[config.mk]
export PLATFORM = sky130hd
export DESIGN_NAME = adc_trig_sel
export DESIGN_NICKNAME = d
export VERILOG_FILES = /design/src/rtl/adc_trig_pkg.sv /design/src/rtl/adc_trig_mux.sv /design/src/rtl/adc_trig_edge.sv /design/src/rtl/adc_trig_sel.sv
export SDC_FILE = /design/constraint.sdc
export NUM_CORES = 1
export LEC_CHECK = 0
export BUFFER_PORTS_ARGS = -buffer_cell sky130_fd_sc_hd__buf_2
export CORE_AREA = 2 2 39 41
export DETAILED_ROUTE_END_ITERATION = 10
export DIE_AREA = 0 0 41 43
export PLACE_DENSITY_LB_ADDON = 0.08
export SETUP_SLACK_MARGIN = 0.02
export SYNTH_ARGS = -nofsm -noshare
export SYNTH_HDL_FRONTEND = slang
export SYNTH_SLANG_ARGS = --single-unit
[constraint.sdc]
create_clock -name clk_i -period 1.48 [get_ports clk_i]
set_clock_uncertainty 0.1 [all_clocks]
set_input_delay 0.148 -clock clk_i [delete_from_list [all_inputs] [get_ports clk_i]]
set_output_delay 0.148 -clock clk_i [all_outputs]
set_load 0.005 [all_outputs]
[src/rtl/adc_trig_pkg.sv]
package adc_trig_pkg;
  localparam int unsigned SEL_W     = 3;
  localparam int unsigned NUM_FLAGS = 6;

  typedef enum logic [SEL_W-1:0] {
    SRC_FREE     = 3'd0,
    SRC_ACMP     = 3'd1,
    SRC_EXT0     = 3'd2,
    SRC_TMR0_CMA = 3'd3,
    SRC_TMR0_OVF = 3'd4,
    SRC_TMR0_CMB = 3'd5,
    SRC_PINCHG   = 3'd6,
    SRC_NONE     = 3'd7
  } trig_src_e;
endpackage

[src/rtl/adc_trig_mux.sv]
module adc_trig_mux #(
  parameter int unsigned SEL_W     = 3,
  parameter int unsigned NUM_FLAGS = 6
) (
  input  logic [SEL_W-1:0]     sel_i,
  input  logic [NUM_FLAGS-1:0] flags_i,
  input  logic                 done_i,
  output logic                 sig_o
);
  localparam int unsigned NUM_CODES = 1 << SEL_W;

  logic [NUM_CODES-1:0] cand;

  // code 0: conversion complete; 1..NUM_FLAGS: flags; rest tied low
  for (genvar i = 0; i < NUM_CODES; i++) begin : g_cand
    if (i == 0) begin : g_free
      assign cand[i] = done_i;
    end else if (i <= NUM_FLAGS) begin : g_flag
      assign cand[i] = flags_i[i-1];
    end else begin : g_none
      assign cand[i] = 1'b0;
    end
  end

  assign sig_o = cand[sel_i];
endmodule

[src/rtl/adc_trig_edge.sv]
module adc_trig_edge (
  input  logic clk_i,
  input  logic rst_ni,
  input  logic sig_i,
  input  logic free_i,
  output logic trig_o
);
  logic prev_q;
  logic free_q;

  always_ff @(posedge clk_i or negedge rst_ni) begin
    if (!rst_ni) begin
      prev_q <= 1'b0;
      free_q <= 1'b0;
    end else begin
      prev_q <= sig_i;
      free_q <= free_i;
    end
  end

  // entering free-running mode is masked; staying in it is not
  assign trig_o = sig_i & ~prev_q & (~free_i | free_q);


  trig_single_chk: assert property (@(posedge clk_i) disable iff (!rst_ni)
    trig_o |=> !trig_o);
endmodule

[src/rtl/adc_trig_sel.sv]
module adc_trig_sel
  import adc_trig_pkg::*;
(
  input  logic                 clk_i,
  input  logic                 rst_ni,
  input  logic                 conv_en_i,
  input  logic                 auto_en_i,
  input  logic [SEL_W-1:0]     src_sel_i,
  input  logic [NUM_FLAGS-1:0] flags_i,
  input  logic                 conv_done_i,
  input  logic                 busy_i,
  output logic                 start_o
);
  logic sel_sig;
  logic trig;
  logic start_q;

  adc_trig_mux #(
    .SEL_W    (SEL_W),
    .NUM_FLAGS(NUM_FLAGS)
  ) u_mux (
    .sel_i  (src_sel_i),
    .flags_i(flags_i),
    .done_i (conv_done_i),
    .sig_o  (sel_sig)
  );

  adc_trig_edge u_edge (
    .clk_i (clk_i),
    .rst_ni(rst_ni),
    .sig_i (sel_sig),
    .free_i(src_sel_i == SRC_FREE),
    .trig_o(trig)
  );

  always_ff @(posedge clk_i or negedge rst_ni) begin
    if (!rst_ni) start_q <= 1'b0;
    else         start_q <= trig & auto_en_i & conv_en_i & ~busy_i;
  end

  assign start_o = start_q;


  enables_chk: assert property (@(posedge clk_i) disable iff (!rst_ni)
    start_o |-> $past(conv_en_i && auto_en_i));


  idle_chk: assert property (@(posedge clk_i) disable iff (!rst_ni)
    start_o |-> !$past(busy_i));


  no_src_chk: assert property (@(posedge clk_i) disable iff (!rst_ni)
    start_o |-> ($past(src_sel_i) != SRC_NONE));


  pulse_chk: assert property (@(posedge clk_i) disable iff (!rst_ni)
    start_o |=> !start_o);
endmodule

Word-level counts from Yosys, hierarchy flattened
Index checks and enable logic that the tools add are counted.
{"block": "op_classes", "addsub": 0, "multipliers": 0, "n_div": 0, "magnitude_cmp": 1, "n_eq_ne": 0, "n_shift": 0, "mux": 2, "bitwise_logic": 9, "reduce_logical": 1}
{"operator": "$and 1x1->1", "n": 5}
{"operator": "$lt 3x4->1 const B", "n": 1}
{"operator": "$bmux 1 s3", "n": 1}
{"operator": "$logic_not 3->1", "n": 1}
{"operator": "$not 1->1", "n": 3}
{"operator": "$mux 1", "n": 1}
{"operator": "$or 1x1->1", "n": 1}
{"block": "word_totals", "ff_bits": 3, "latch_bits": 0, "ramBits": 0, "romBits": 0, "input_bits": 15, "output_inout_bits": 1, "mem_count": 0}

Logic depth before layout (Yosys ltp)
{"block": "depth", "depth_word": 7, "mapped_depth": 4, "mapped_depth_nobuf": 3}

By module
From an unflattened synthesis, not the netlist that was laid out.
{"block": "hier_totals", "cells_unflattened": 12, "hier_area_um2": 172.7}
{"module": "adc_trig_edge", "instances": 1, "cells_per_inst": 4, "area_per_inst_um2": 76.3, "seq_area_each_um2": 50.0}
{"module": "adc_trig_mux", "instances": 1, "cells_per_inst": 5, "area_per_inst_um2": 56.3, "seq_area_each_um2": 0.0}
{"module": "adc_trig_sel", "instances": 1, "cells_per_inst": 3, "area_per_inst_um2": 40.0, "seq_area_each_um2": 25.0}

Least setup slack after synthesis
OpenSTA, ideal clock, no wires.
{"block": "synth_timing", "path_type": "register -> register", "from": "register u_edge.prev_q", "to": "register start_q, in the netlist start_o", "setup_ps": 99, "t_arrival_ps": 904, "setup_slack_ps": 377, "path_stages_with_launch": 4, "n_path_buf": 0, "synth_period_minus_slack_ps": 1103, "path_cell_list": "dfrtp_1 -> nor4bb_1 -> o41ai_1 -> a311oi_1"}
{"block": "synth_via", "elab_chain_len": 6}
{"item": "start: declaration", "line_no": "adc_trig_edge.sv:8", "source": "logic prev_q;"}
{"item": "start signal: assignment", "line_no": "adc_trig_edge.sv:16", "source": "prev_q <= sig_i;"}
{"item": "$not 1->1", "line_no": "adc_trig_edge.sv:22", "source": "assign trig_o = sig_i & ~prev_q & (~free_i | free_q);"}
{"item": "$and 1x1->1 (2 in a row)", "line_no": "adc_trig_edge.sv:22"}
{"item": "$and 1x1->1 (3 in a row)", "line_no": "adc_trig_sel.sv:38", "source": "else start_q <= trig & auto_en_i & conv_en_i & ~busy_i;"}
{"item": "end signal: assignment", "line_no": "adc_trig_sel.sv:38"}
{"item": "end: declaration", "line_no": "adc_trig_sel.sv:16", "source": "logic start_q;"}
Every way passes these cells.

Worst setup path after layout
Same ends and word-level chain as after synthesis.

==> results.yml <==
yosys:
  ys_seq_elements: 3
  synth_nets: 32
  avgSynthCellArea_um2: 10.8
  synthCells: 17
  yosysUniqueCellTypes: 13
  yosysWarnings: 0
  seq_area_frac_synth_pct: 40.8
  syn_area_um2: 184
sta:
  whs_ns: 0.0648
  max_freq_ghz: 0.796
  finalSetupViolCount: 0
  finalMaxSlewViolations: 0
  fin_crit_ns: 1.26
  rsz0062_at_grt: "false"
  hold_violations: 0
  slew_headroom_pct: 80.6
  tightest_slew_ns: 0.286
  period_share_pct: 84.9
  finalSetupTns_ns: 0
placed_design:
  routabilityCongestion: 0.610
  port_buffers: 15
  hpwl_um: 395
grt:
  grt_max_degree: 7
  grt_use_total_pct: 7.53
  grt_pass1_wl_um: 814
  antenna_found_initial: 0
  grt_pass1_vias: 228
  overflow: 0
clock_tree:
  cts_buffers: 3
  cts_tree: "done"
  postCtsSetupBuffers: 0
  clockBufferDepth: 2
  insertion_delay_ns: 0.23
  htree_levels: 1
  path_clk_slew_ns: 0.04
  clock-sinks: 3
  cts_root_buffer: "clkbuf_4"
die:
  die_height_um: 43
  start_util_pct: 13.3
  die_w_um: 41
  fp.dieArea_um2: 1760
  std_cell_rows: 14
  core-area_um2: 1380
  ios: 16
flow_run:
  cap_violations: 0
hold_path:
  hp-class: "input pin to flip-flop"
power:
  p_leak_nw: 0.155
  peakVddDrop_uv: 190
  power_density_nw_per_um2: 905
setup_path:
  crit_arrival_ns: 1.29
  cp-start-kind: "flip-flop"
  cp-end-kind: "flip-flop"
  critPathKind: "flip-flop to flip-flop"
  cp.required_ns: 1.51
  crit_fanout: 1
drt:
  vias: 210
  viasPerCell: 4.04
  firstDrtPassIters: 1
  wirelength_um: 533
  initialDrtViolationCount: 0
  wl_per_cell_um: 10.3
  detail-route-antenna-nets: 0
  drc: 0
finish:
  diodes: 0
  drive_above_1_share_pct: 52.8
  nNetsFinal: 52
  areaGrowthSynthToFinish_pct: 68.7
run_status:
  run_status: "completed"
-- cells in the final DEF (no fill, tap or decap) --
| cell type | count |
|---|---|
| buf_2 | 15 |
| mux2i_1 | 3 |
| clkbuf_4 | 3 |
| dfrtp_1 | 3 |
| or2_1 | 1 |
| nand3b_1 | 1 |
| nor2b_2 | 1 |
| nor2_1 | 1 |
| a22o_1 | 1 |
| a31oi_1 | 1 |
| nor4bb_1 | 1 |
| o41ai_1 | 1 |
| a311oi_1 | 1 |
| nor3_1 | 1 |
| clkbuf_1 | 1 |
| dlygate4sd3_1 | 1 |
-- metal layers --
layer  global-route usage, %  part of all wire [%]  up-vias  routed length [µm]
li1                        -                     -      105                   -
met2                    10.6                    45       12                 239
met4                    12.0                     0        0                   0
met5                       0                     0        -                   0
met1                    7.40                    45       93                 242
met3                       0                   9.8        0                  52
-- where the power goes --
| part | total (mW) | leakage, nW | internal, mW | switching [mW] |
|---|---|---|---|---|
| logic | 0.0466 | 0.101 | 0.0266 | 0.0200 |
| registers | 0.0885 | 0.0389 | 0.0871 | 0.00139 |
| clock network | 0.146 | 0.0150 | 0.101 | 0.0445 |
-- through the flow --
stage                     utilization [%]  setup WS (ns)  area (µm²)  power (mW)  cells
after detailed placement             19.8          0.264         274       0.134     47
after global placement               19.8          0.309         274       0.134     47
final                                22.4          0.224         310       0.281     52
after global routing                 22.4          0.194         310       0.298     52
after floorplan                         -          0.377         184       0.109     17
after CTS                            22.4          0.232         310       0.288     52
-- worst paths after layout --
kind	from	endpoint	cells past startpoint	slack, ns
hold / removal	src_sel_i[2]	u_edge.free_q	2	0.06
hold reg to reg	u_edge.prev_q	start_o	3	0.42
max in group asynchronous	rst_ni	u_edge.free_q	2	1.03
min in group asynchronous	rst_ni	u_edge.prev_q	2	0.14
setup / recovery	u_edge.prev_q	start_o	3	0.22
setup reg to reg	u_edge.prev_q	start_o	3	0.22
-- timing repair --
item	in CTS	in global routing
endpoints found under the setup margin	0	0
gates resized for setup	0	0
endpoints found under the hold margin	3	0
hold buffers	1	0
-- cell families after synthesis --
| group | share of synthesized area (%) |
|---|---|
| flops | 40.8 |
| mux | 16.3 |
| simple gates | 22.4 |
| buf+inv | 2.72 |
| compound gates | 17.7 |
-- cell usage after synthesis --
cell type,count,area [µm²]
nor3_1,1,5.00
a22o_1,1,8.76
nand3b_1,1,7.51
o41ai_1,1,8.76
clkbuf_2,1,5.00
nor4bb_1,1,10.0
nor2b_2,1,8.76
a311oi_1,1,8.76
dfrtp_1,3,75.1
mux2i_1,3,30.0
nor2_1,1,3.75
a31oi_1,1,6.26
or2_1,1,6.26
-- registers in the layout, indices dropped and copies added, names as in the netlist --
| name | flops |
|---|---|
| start_o | 1 |
| u_edge.free_q | 1 |
| u_edge.prev_q | 1 |
-- cell type report --
class                   count  area [µm²]
multi-input cells          13         104
well taps                  16        20.0
clock buffers               4        26.3
flip-flops and latches      3        75.1
repair buffers             16        85.1
fillers                   156        1070
-- worst max-delay path: stages, from the launching register on --
cell,delay (ns)
dfrtp_1,0.36
nor4bb_1,0.32
o41ai_1,0.13
a311oi_1,0.25
(Power assumes the default switching activity.)
